<file path="src/rtl/burst_seq_pkg.sv">
package burst_seq_pkg;

    typedef enum logic {
        ST_DESEL = 1'b0,
        ST_SEL   = 1'b1
    } seq_state_e;

    typedef enum logic [1:0] {
        SRC_NONE = 2'd0,
        SRC_PROC = 2'd1,
        SRC_CTRL = 2'd2
    } strobe_src_e;

    typedef enum logic [2:0] {
        T_HOLD = 3'd0,
        T_LOAD = 3'd1,
        T_DROP = 3'd2,
        T_STEP = 3'd3
    } seq_trans_e;

endpackage

</file>
<file path="src/rtl/strobe_decode.sv">
module strobe_decode
    import burst_seq_pkg::*;
(
    input  logic        clk,
    input  logic        rst_n,
    input  logic        proc_stb_n,
    input  logic        ctrl_stb_n,
    input  logic        cen_a_n,
    input  logic        cen_b,
    input  logic        cen_c_n,
    output strobe_src_e src,
    output logic        strobe_seen,
    output logic        enables_ok
);

    logic proc_gated;

    // The processor strobe only counts while enable A is active.
    assign proc_gated = ~proc_stb_n & ~cen_a_n;
    assign enables_ok = ~cen_a_n & cen_b & ~cen_c_n;

    always_comb begin
        if (proc_gated) begin
            src = SRC_PROC;
        end else if (!ctrl_stb_n) begin
            src = SRC_CTRL;
        end else begin
            src = SRC_NONE;
        end
    end

    assign strobe_seen = (src != SRC_NONE);

    // with enable A inactive, only the controller strobe can be recognised.
    p_proc_gated_r4: assert property (@(posedge clk) disable iff (!rst_n)
        (cen_a_n && ctrl_stb_n) |-> !strobe_seen);

    // processor strobe wins when both are low.
    p_proc_priority_r3: assert property (@(posedge clk) disable iff (!rst_n)
        (!proc_stb_n && !ctrl_stb_n && !cen_a_n) |-> (src == SRC_PROC));

endmodule

</file>
<file path="src/rtl/beat_counter.sv">
module beat_counter #(
    parameter int BEAT_W = 2
) (
    input  logic              clk,
    input  logic              rst_n,
    input  logic              restart,
    input  logic              step,
    output logic [BEAT_W-1:0] beat
);

    always_ff @(posedge clk) begin
        if (!rst_n) begin
            beat <= '0;
        end else if (restart) begin
            beat <= '0;
        end else if (step) begin
            beat <= beat + 1'b1;
        end
    end

    // a restart returns the counter to beat zero.
    p_restart_zero_r2: assert property (@(posedge clk) disable iff (!rst_n)
        restart |=> (beat == '0));

    // a step without restart advances by exactly one (wrapping).
    p_step_one_r6: assert property (@(posedge clk) disable iff (!rst_n)
        (step && !restart) |=> (beat == $past(beat) + 1'b1));

endmodule

</file>
<file path="src/rtl/order_map.sv">
module order_map #(
    parameter int BEAT_W = 2
) (
    input  logic [BEAT_W-1:0] start_ofs,
    input  logic [BEAT_W-1:0] beat,
    input  logic              interleave,
    output logic [BEAT_W-1:0] low_bits
);

    logic [BEAT_W-1:0] lin_bits;
    logic [BEAT_W-1:0] ilv_bits;

    assign lin_bits = start_ofs + beat;

    for (genvar i = 0; i < BEAT_W; i++) begin : g_ilv
        assign ilv_bits[i] = start_ofs[i] ^ beat[i];
    end

    assign low_bits = interleave ? ilv_bits : lin_bits;

    // at beat zero both orders give the start offset.
    always_comb begin
        if (beat == '0) begin
            a_beat0_start_r7: assert (low_bits == start_ofs);
        end
    end

endmodule

</file>
<file path="src/rtl/burst_addr_seq.sv">
module burst_addr_seq
    import burst_seq_pkg::*;
#(
    parameter int ADDR_W = 12,
    parameter int BEAT_W = 2
) (
    input  logic              clk,
    input  logic              rst_n,
    input  logic [ADDR_W-1:0] addr_in,
    input  logic              proc_stb_n,
    input  logic              ctrl_stb_n,
    input  logic              cen_a_n,
    input  logic              cen_b,
    input  logic              cen_c_n,
    input  logic              adv_n,
    input  logic              order_ilv,
    output logic [ADDR_W-1:0] word_addr,
    output logic              dev_sel
);

    localparam int HI_W = ADDR_W - BEAT_W;

    seq_state_e        state_q;
    seq_state_e        state_d;
    seq_trans_e        trans;
    strobe_src_e       src;
    logic              strobe_seen;
    logic              enables_ok;
    logic [ADDR_W-1:0] base_q;
    logic [BEAT_W-1:0] beat;
    logic [BEAT_W-1:0] low_bits;
    logic              do_load;
    logic              do_step;

    strobe_decode u_strobe (
        .clk         (clk),
        .rst_n       (rst_n),
        .proc_stb_n  (proc_stb_n),
        .ctrl_stb_n  (ctrl_stb_n),
        .cen_a_n     (cen_a_n),
        .cen_b       (cen_b),
        .cen_c_n     (cen_c_n),
        .src         (src),
        .strobe_seen (strobe_seen),
        .enables_ok  (enables_ok)
    );

    // Transition selection; a recognised strobe outranks advance.
    always_comb begin
        if (strobe_seen && enables_ok) begin
            trans = T_LOAD;
        end else if (strobe_seen) begin
            trans = T_DROP;
        end else if (!adv_n && state_q == ST_SEL) begin
            trans = T_STEP;
        end else begin
            trans = T_HOLD;
        end
    end

    always_comb begin
        state_d = state_q;
        unique case (trans)
            T_LOAD:  state_d = ST_SEL;
            T_DROP:  state_d = ST_DESEL;
            T_STEP:  state_d = ST_SEL;
            T_HOLD:  state_d = state_q;
            default: state_d = state_q;
        endcase
    end

    // State register.
    always_ff @(posedge clk) begin
        if (!rst_n) begin
            state_q <= ST_DESEL;
        end else begin
            state_q <= state_d;
        end
    end

    // Address register: loads only on a valid strobe.
    always_ff @(posedge clk) begin
        if (!rst_n) begin
            base_q <= '0;
        end else if (trans == T_LOAD) begin
            base_q <= addr_in;
        end
    end

    assign do_load = (trans == T_LOAD);
    assign do_step = (trans == T_STEP);

    beat_counter #(.BEAT_W(BEAT_W)) u_beat (
        .clk     (clk),
        .rst_n   (rst_n),
        .restart (do_load),
        .step    (do_step),
        .beat    (beat)
    );

    order_map #(.BEAT_W(BEAT_W)) u_order (
        .start_ofs  (base_q[BEAT_W-1:0]),
        .beat       (beat),
        .interleave (order_ilv),
        .low_bits   (low_bits)
    );

    // Output process.
    always_comb begin
        unique case (state_q)
            ST_SEL:   dev_sel = 1'b1;
            ST_DESEL: dev_sel = 1'b0;
            default:  dev_sel = 1'b0;
        endcase
        word_addr = {base_q[ADDR_W-1:BEAT_W], low_bits};
    end

    // a valid strobe captures the bus and selects the device.
    p_load_capture_r1: assert property (@(posedge clk) disable iff (!rst_n)
        (strobe_seen && enables_ok) |=> (word_addr == $past(addr_in) && dev_sel));

    // a strobe with an inactive enable deselects and keeps the address.
    p_drop_desel_r10: assert property (@(posedge clk) disable iff (!rst_n)
        (strobe_seen && !enables_ok) |=> (!dev_sel && $stable(word_addr)));

    // without a recognised strobe the selected flag holds.
    p_sel_hold_r5: assert property (@(posedge clk) disable iff (!rst_n)
        !strobe_seen |=> $stable(dev_sel));

    // upper address bits only change on a load.
    p_hi_stable_r9: assert property (@(posedge clk) disable iff (!rst_n)
        !(strobe_seen && enables_ok) |=> $stable(word_addr[ADDR_W-1:BEAT_W]));

    // advance while deselected does not move the address.
    p_desel_hold_r6: assert property (@(posedge clk) disable iff (!rst_n)
        (!dev_sel && !strobe_seen) |=> $stable(word_addr));

    // reset leaves the block deselected.
    p_reset_r11: assert property (@(posedge clk)
        !rst_n |=> (!dev_sel && word_addr == '0));

    initial begin
        a_width_ok: assert (HI_W > 0);
    end

endmodule

</file>
<file path="config.mk">
export PLATFORM = sky130hd
export DESIGN_NAME = burst_addr_seq
export DESIGN_NICKNAME = d
export VERILOG_FILES = /design/src/rtl/burst_seq_pkg.sv /design/src/rtl/strobe_decode.sv /design/src/rtl/beat_counter.sv /design/src/rtl/order_map.sv /design/src/rtl/burst_addr_seq.sv
export SDC_FILE = /design/constraint.sdc
export NUM_CORES = 1
export LEC_CHECK = 0
export BUFFER_PORTS_ARGS = -buffer_cell sky130_fd_sc_hd__buf_2
export CORE_UTILIZATION = 48
export CTS_CLUSTER_DIAMETER = 120
export CTS_CLUSTER_SIZE = 40
export DETAILED_ROUTE_END_ITERATION = 10
export PLACE_DENSITY = 0.93
export SLEW_MARGIN = 25
export SYNTH_ARGS = -nofsm -noshare
export SYNTH_HDL_FRONTEND = slang
export SYNTH_SLANG_ARGS = --single-unit
</file>
<file path="constraint.sdc">
create_clock -name clk -period 2.17 [get_ports clk]
set_input_delay 0.217 -clock clk [delete_from_list [all_inputs] [get_ports clk]]
set_output_delay 0.217 -clock clk [all_outputs]
set_load 0.05 [all_outputs]
</file>
# ---- Word-level counts from Yosys, hierarchy flattened
# Index checks and enable logic that the tools add are counted.
dict set report op_classes {
  addsub 2
  n_eq_ne 3
  mux 8
  bitwise 10
  reduce_logical 7
}
# operator count
set op_table {}
lappend op_table {{two-way mux 2 bit} 5}
lappend op_table {{equality test 3 x 2 -> 1 bit (second input constant)} 2}
lappend op_table {{NOT 1 bit} 5}
lappend op_table {{case mux 1 bit (2 select lines)} 2}
lappend op_table {{nonzero test 2 bit} 2}
lappend op_table {{OR reduction 2 bit} 2}
lappend op_table {{bitwise AND 1 bit} 3}
lappend op_table {{equality test 3 x 1 -> 1 bit (second input constant)} 1}
lappend op_table {{two-way mux 3 bit} 1}
lappend op_table {{adder 2 x 1 -> 2 bit (second input constant)} 1}
lappend op_table {{adder 2 bit} 1}
lappend op_table {{logical AND 1 bit} 2}
lappend op_table {{bitwise XOR 1 bit} 2}
lappend op_table {{zero test 1 bit} 1}
dict set report totals {
  regBits 15
  inputBits 21
  output_inout_bits 13
  wordCells 33
}

# ---- Depth between registers and ports, before layout
dict set report depth {
  depth_word 9
  depth_mapped 4
  ltp_nobuf 3
}

# ---- Hierarchy
# From an unflattened synthesis, not the netlist that was laid out.
dict set report unflattened {
  hier_cells 87
  area_unflattened_um2 797.0
}
# mod n_inst cells_per_inst area_each_um2 seq_area_each_um2
set modules_own_cells {}
lappend modules_own_cells {burst_addr_seq 1 70 636.9 260.2}
lappend modules_own_cells {beat_counter 1 8 85.1 40.0}
lappend modules_own_cells {strobe_decode 1 5 38.8 0.0}
lappend modules_own_cells {order_map 1 4 36.3 0.0}

# ---- Least setup slack after synthesis
# No wires, ideal clock.
dict set report synth_path {
  kind {flip-flop to output port}
  from {register u_beat.beat[0]}
  to {output port word_addr[1]}
  arrival_time_ns 1.417
  required_ns 1.953
  slack_ns 0.536
  path_stages_with_launch 4
  n_path_buf 0
  path_cell_list {dfxtp_1 -> ha_1 -> nor2b_1 -> xnor2_1}
}
dict set report synth_between {
  elab_chain_cells 2
}
# element line_no
set synth_lines {}
lappend synth_lines {{start, declared} beat_counter.sv:8} ;# output logic [BEAT_W-1:0] beat
lappend synth_lines {{start signal, assigned} beat_counter.sv:17} ;# beat <= beat + 1'b1;
lappend synth_lines {{adder 2 bit} order_map.sv:13} ;# assign lin_bits = start_ofs + beat;
lappend synth_lines {{two-way mux 2 bit} order_map.sv:19} ;# assign low_bits = interleave ? ilv_bits : lin_bits;
lappend synth_lines {{end, declared} burst_addr_seq.sv:17} ;# output logic [ADDR_W-1:0] word_addr,
# No other way between the ends.

# ---- Worst setup path after layout
# Same ends and word-level chain as after synthesis.

==> impl_metrics.yaml <==
run_status:
  status: "finished clean"
clock_tree:
  clockBufferDepth: 2
  clkTransAtPathRegs_ns: 0.09
  hold_buffers: 0
  cts_buffers: 3
  post_cts_buffers: 0
  cts_root_buf: "clkbuf_4"
  clock_sinks: 15
  cts_tree: "yes"
  cts-resized-gates: 0
  ctsHtreeMaxLevel: 1
  insertion_delay_ns: 0.28
floorplan:
  die_h_microns: 41.75
  pin_count: 34
  initial_core_util_pct: 54.84
  die_area_sq_mm: 0.001743
  rows: 13
  die_w_microns: 41.75
  core_area_sq_mm: 0.001383
setup_path:
  r2r_slack_ns: 1.08
  cp_max_fo: 4
  crit_path_start_kind: "register"
  end_kind: "output pin"
  worstPathRequired_ns: 1.95
  path_class: "register to output pin"
  cp.arrival_ns: 1.39
drt:
  routed_wl_microns: 1495
  wl_per_cell_microns: 12.25
  avgViaCountPerCell: 5.500
  via_count: 671
  first_iter_violations: 13
  drtAntennaViolNets: 0
  drt_pass1_iterations: 4
  drc: 0
sta:
  worstMarginPinSlew_ns: 0.6665
  tns_ns: 0
  period_minus_slack_ns: 1.612
  slew_headroom_pct: 55.37
  finalSetupViolations: 0
  hold_viol: 0
  maxSlewViolCount: 0
  worst_slack_ns: 0.5582
  worst_clock_skew_ns: 0.0005514
  timing.fmax_ghz: 0.6204
  grt_setup_unrepaired: "false"
  post-route-period-util_pct: 74.28
final_layout:
  diodes: 0
  multi_input_area_sq_um: 350.3
  regArea_sq_um: 300.3
  fillers: 119
  area_delta_synth_final_pct: 13.70
  layout-drive-gt1-share_pct: 38.32
  final_nets: 130
grt:
  track_usage_pct: 17.24
  grt_pass1_wl_microns: 2380
  grt_max_degree: 15
  gr-total-overflow: 0
  grt_pass1_vias: 556
  grt_antenna_before_repair: 0
logic_synthesis:
  yosys.area.top_type: "dfxtp_1"
  postSynthCellCount: 86
  ys_ff_latch: 15
  synthDistinctLibCells: 23
  post_synth_instance_area_sq_um: 758.2
  ys_warn_count: 0
  synth_fp_nets: 108
  avgSynthCellArea_sq_um: 8.817
  yosysSeqAreaShare_pct: 39.60
  synth_top_area_share_pct: 39.60
  yosys-top-cells-area: "dfxtp_1, a21boi_1, buf_4, nand3_1, o21ai_1"
power:
  fin_total_pwr_uw: 530.6
  ir_worst_vdd_mv: 0.3568
  p_leak_uw: 0.0003732
  pwr_density_cell_mw_per_mm2: 615.5
job:
  maxCapViolCount: 0
place:
  place_ws_ns: 0.8301
  gp_congestion: 0.8462
  place_hpwl_microns: 1127
  placement.io_buffers: 33
min_path:
  hp-class: "input pin to register"
[report_power, final]
| group | total, uW | leakage [uW] | internal, uW | switching (uW) |
|---|---|---|---|---|
| clock network | 159 | 0.0000177 | 68.3 | 90.8 |
| registers | 286 | 0.000122 | 282 | 3.46 |
| logic | 85.9 | 0.000234 | 30.4 | 55.4 |
[cells in the final DEF, fill, tap and decap left out, types with 3 or more instances in the layout]
cell      count
a21boi_1     10
o21ai_0       6
dfxtp_1      15
nand3_1      12
buf_2        33
clkbuf_4      3
o21ai_1       8
[metal layers]
layer	vias up	global-route usage, %	wire (microns)	share of wire [%]
met5	-	0	0	0
met3	0	5.217	102	6.8
met2	24	29.69	759	51
li1	337	-	-	-
met1	310	20.11	633	42
met4	0	5.806	0	0
[critical path, stage by stage (launching register included)]
cell and delay, ns:
dfxtp_1 0.39, ha_1 0.17, nor2b_1 0.16, xnor2_1 0.13
buf_2 0.28
[cell families (layout without fill, tap and decap cells)]
logic type	count (synthesis)	count (layout)	share of synthesized area, %
AOI/OAI and AO/OA	31	31	25.74
xor gates and xnor gates	2	2	2.311
adders and majority gates	1	1	1.650
buffers and inverters	16	37	14.19
DFF	15	15	39.60
and+or+nand+nor	21	21	16.50
[registers in the layout, indices dropped and copies added (netlist names)]
signal,flops
base_q,12
u_beat.beat,2
state_q,1
[cells in the mapped netlist]
master / instances
buf_2: 1
o211ai_1: 1
dfxtp_1: 15
o21ai_1: 8
buf_4: 10
or3b_4: 1
clkbuf_2: 1
nand2_1: 1
o21ai_0: 6
buf_6: 1
ha_1: 1
nor3b_2: 1
nor2b_1: 1
xnor2_1: 2
a21oi_1: 2
or3_1: 2
a21boi_1: 10
and2_1: 2
clkbuf_1: 3
a21boi_0: 2
nand2b_1: 1
nand3_1: 12
o21ai_2: 2
[path summary, 6_finish.rpt]
kind,startpoint,endpoint,cells after the start
worst max register to register,state_q,u_beat.beat[1],3
worst max-delay path,u_beat.beat[0],word_addr[1],4
worst min register to register,base_q[4],base_q[4],2
worst min-delay path,addr_in[5],base_q[5],3
[layout make-up]
class,count,share of cell area [%]
Clock inverter,1,0.5806
Sequential cell,15,34.83
Clock buffer,3,2.612
Timing Repair Buffer,33,19.16
Tap cell,15,2.177
Multi-Input combinational cell,55,40.64
[through the flow]
stage | cell area (sq um) | std cells | hold WS (ns) | utilization [%]
after floorplan | 758.2 | 86 | 0.3433 | -
after global placement | 834.6 | 118 | 0.4485 | 60.36
after detailed placement | 834.6 | 118 | 0.4607 | 60.36
after CTS | 862.1 | 122 | 0.1674 | 62.35
after global routing | 862.1 | 122 | 0.1573 | 62.35
final | 862.1 | 122 | 0.1772 | 62.35
(Power assumes the default switching activity.)
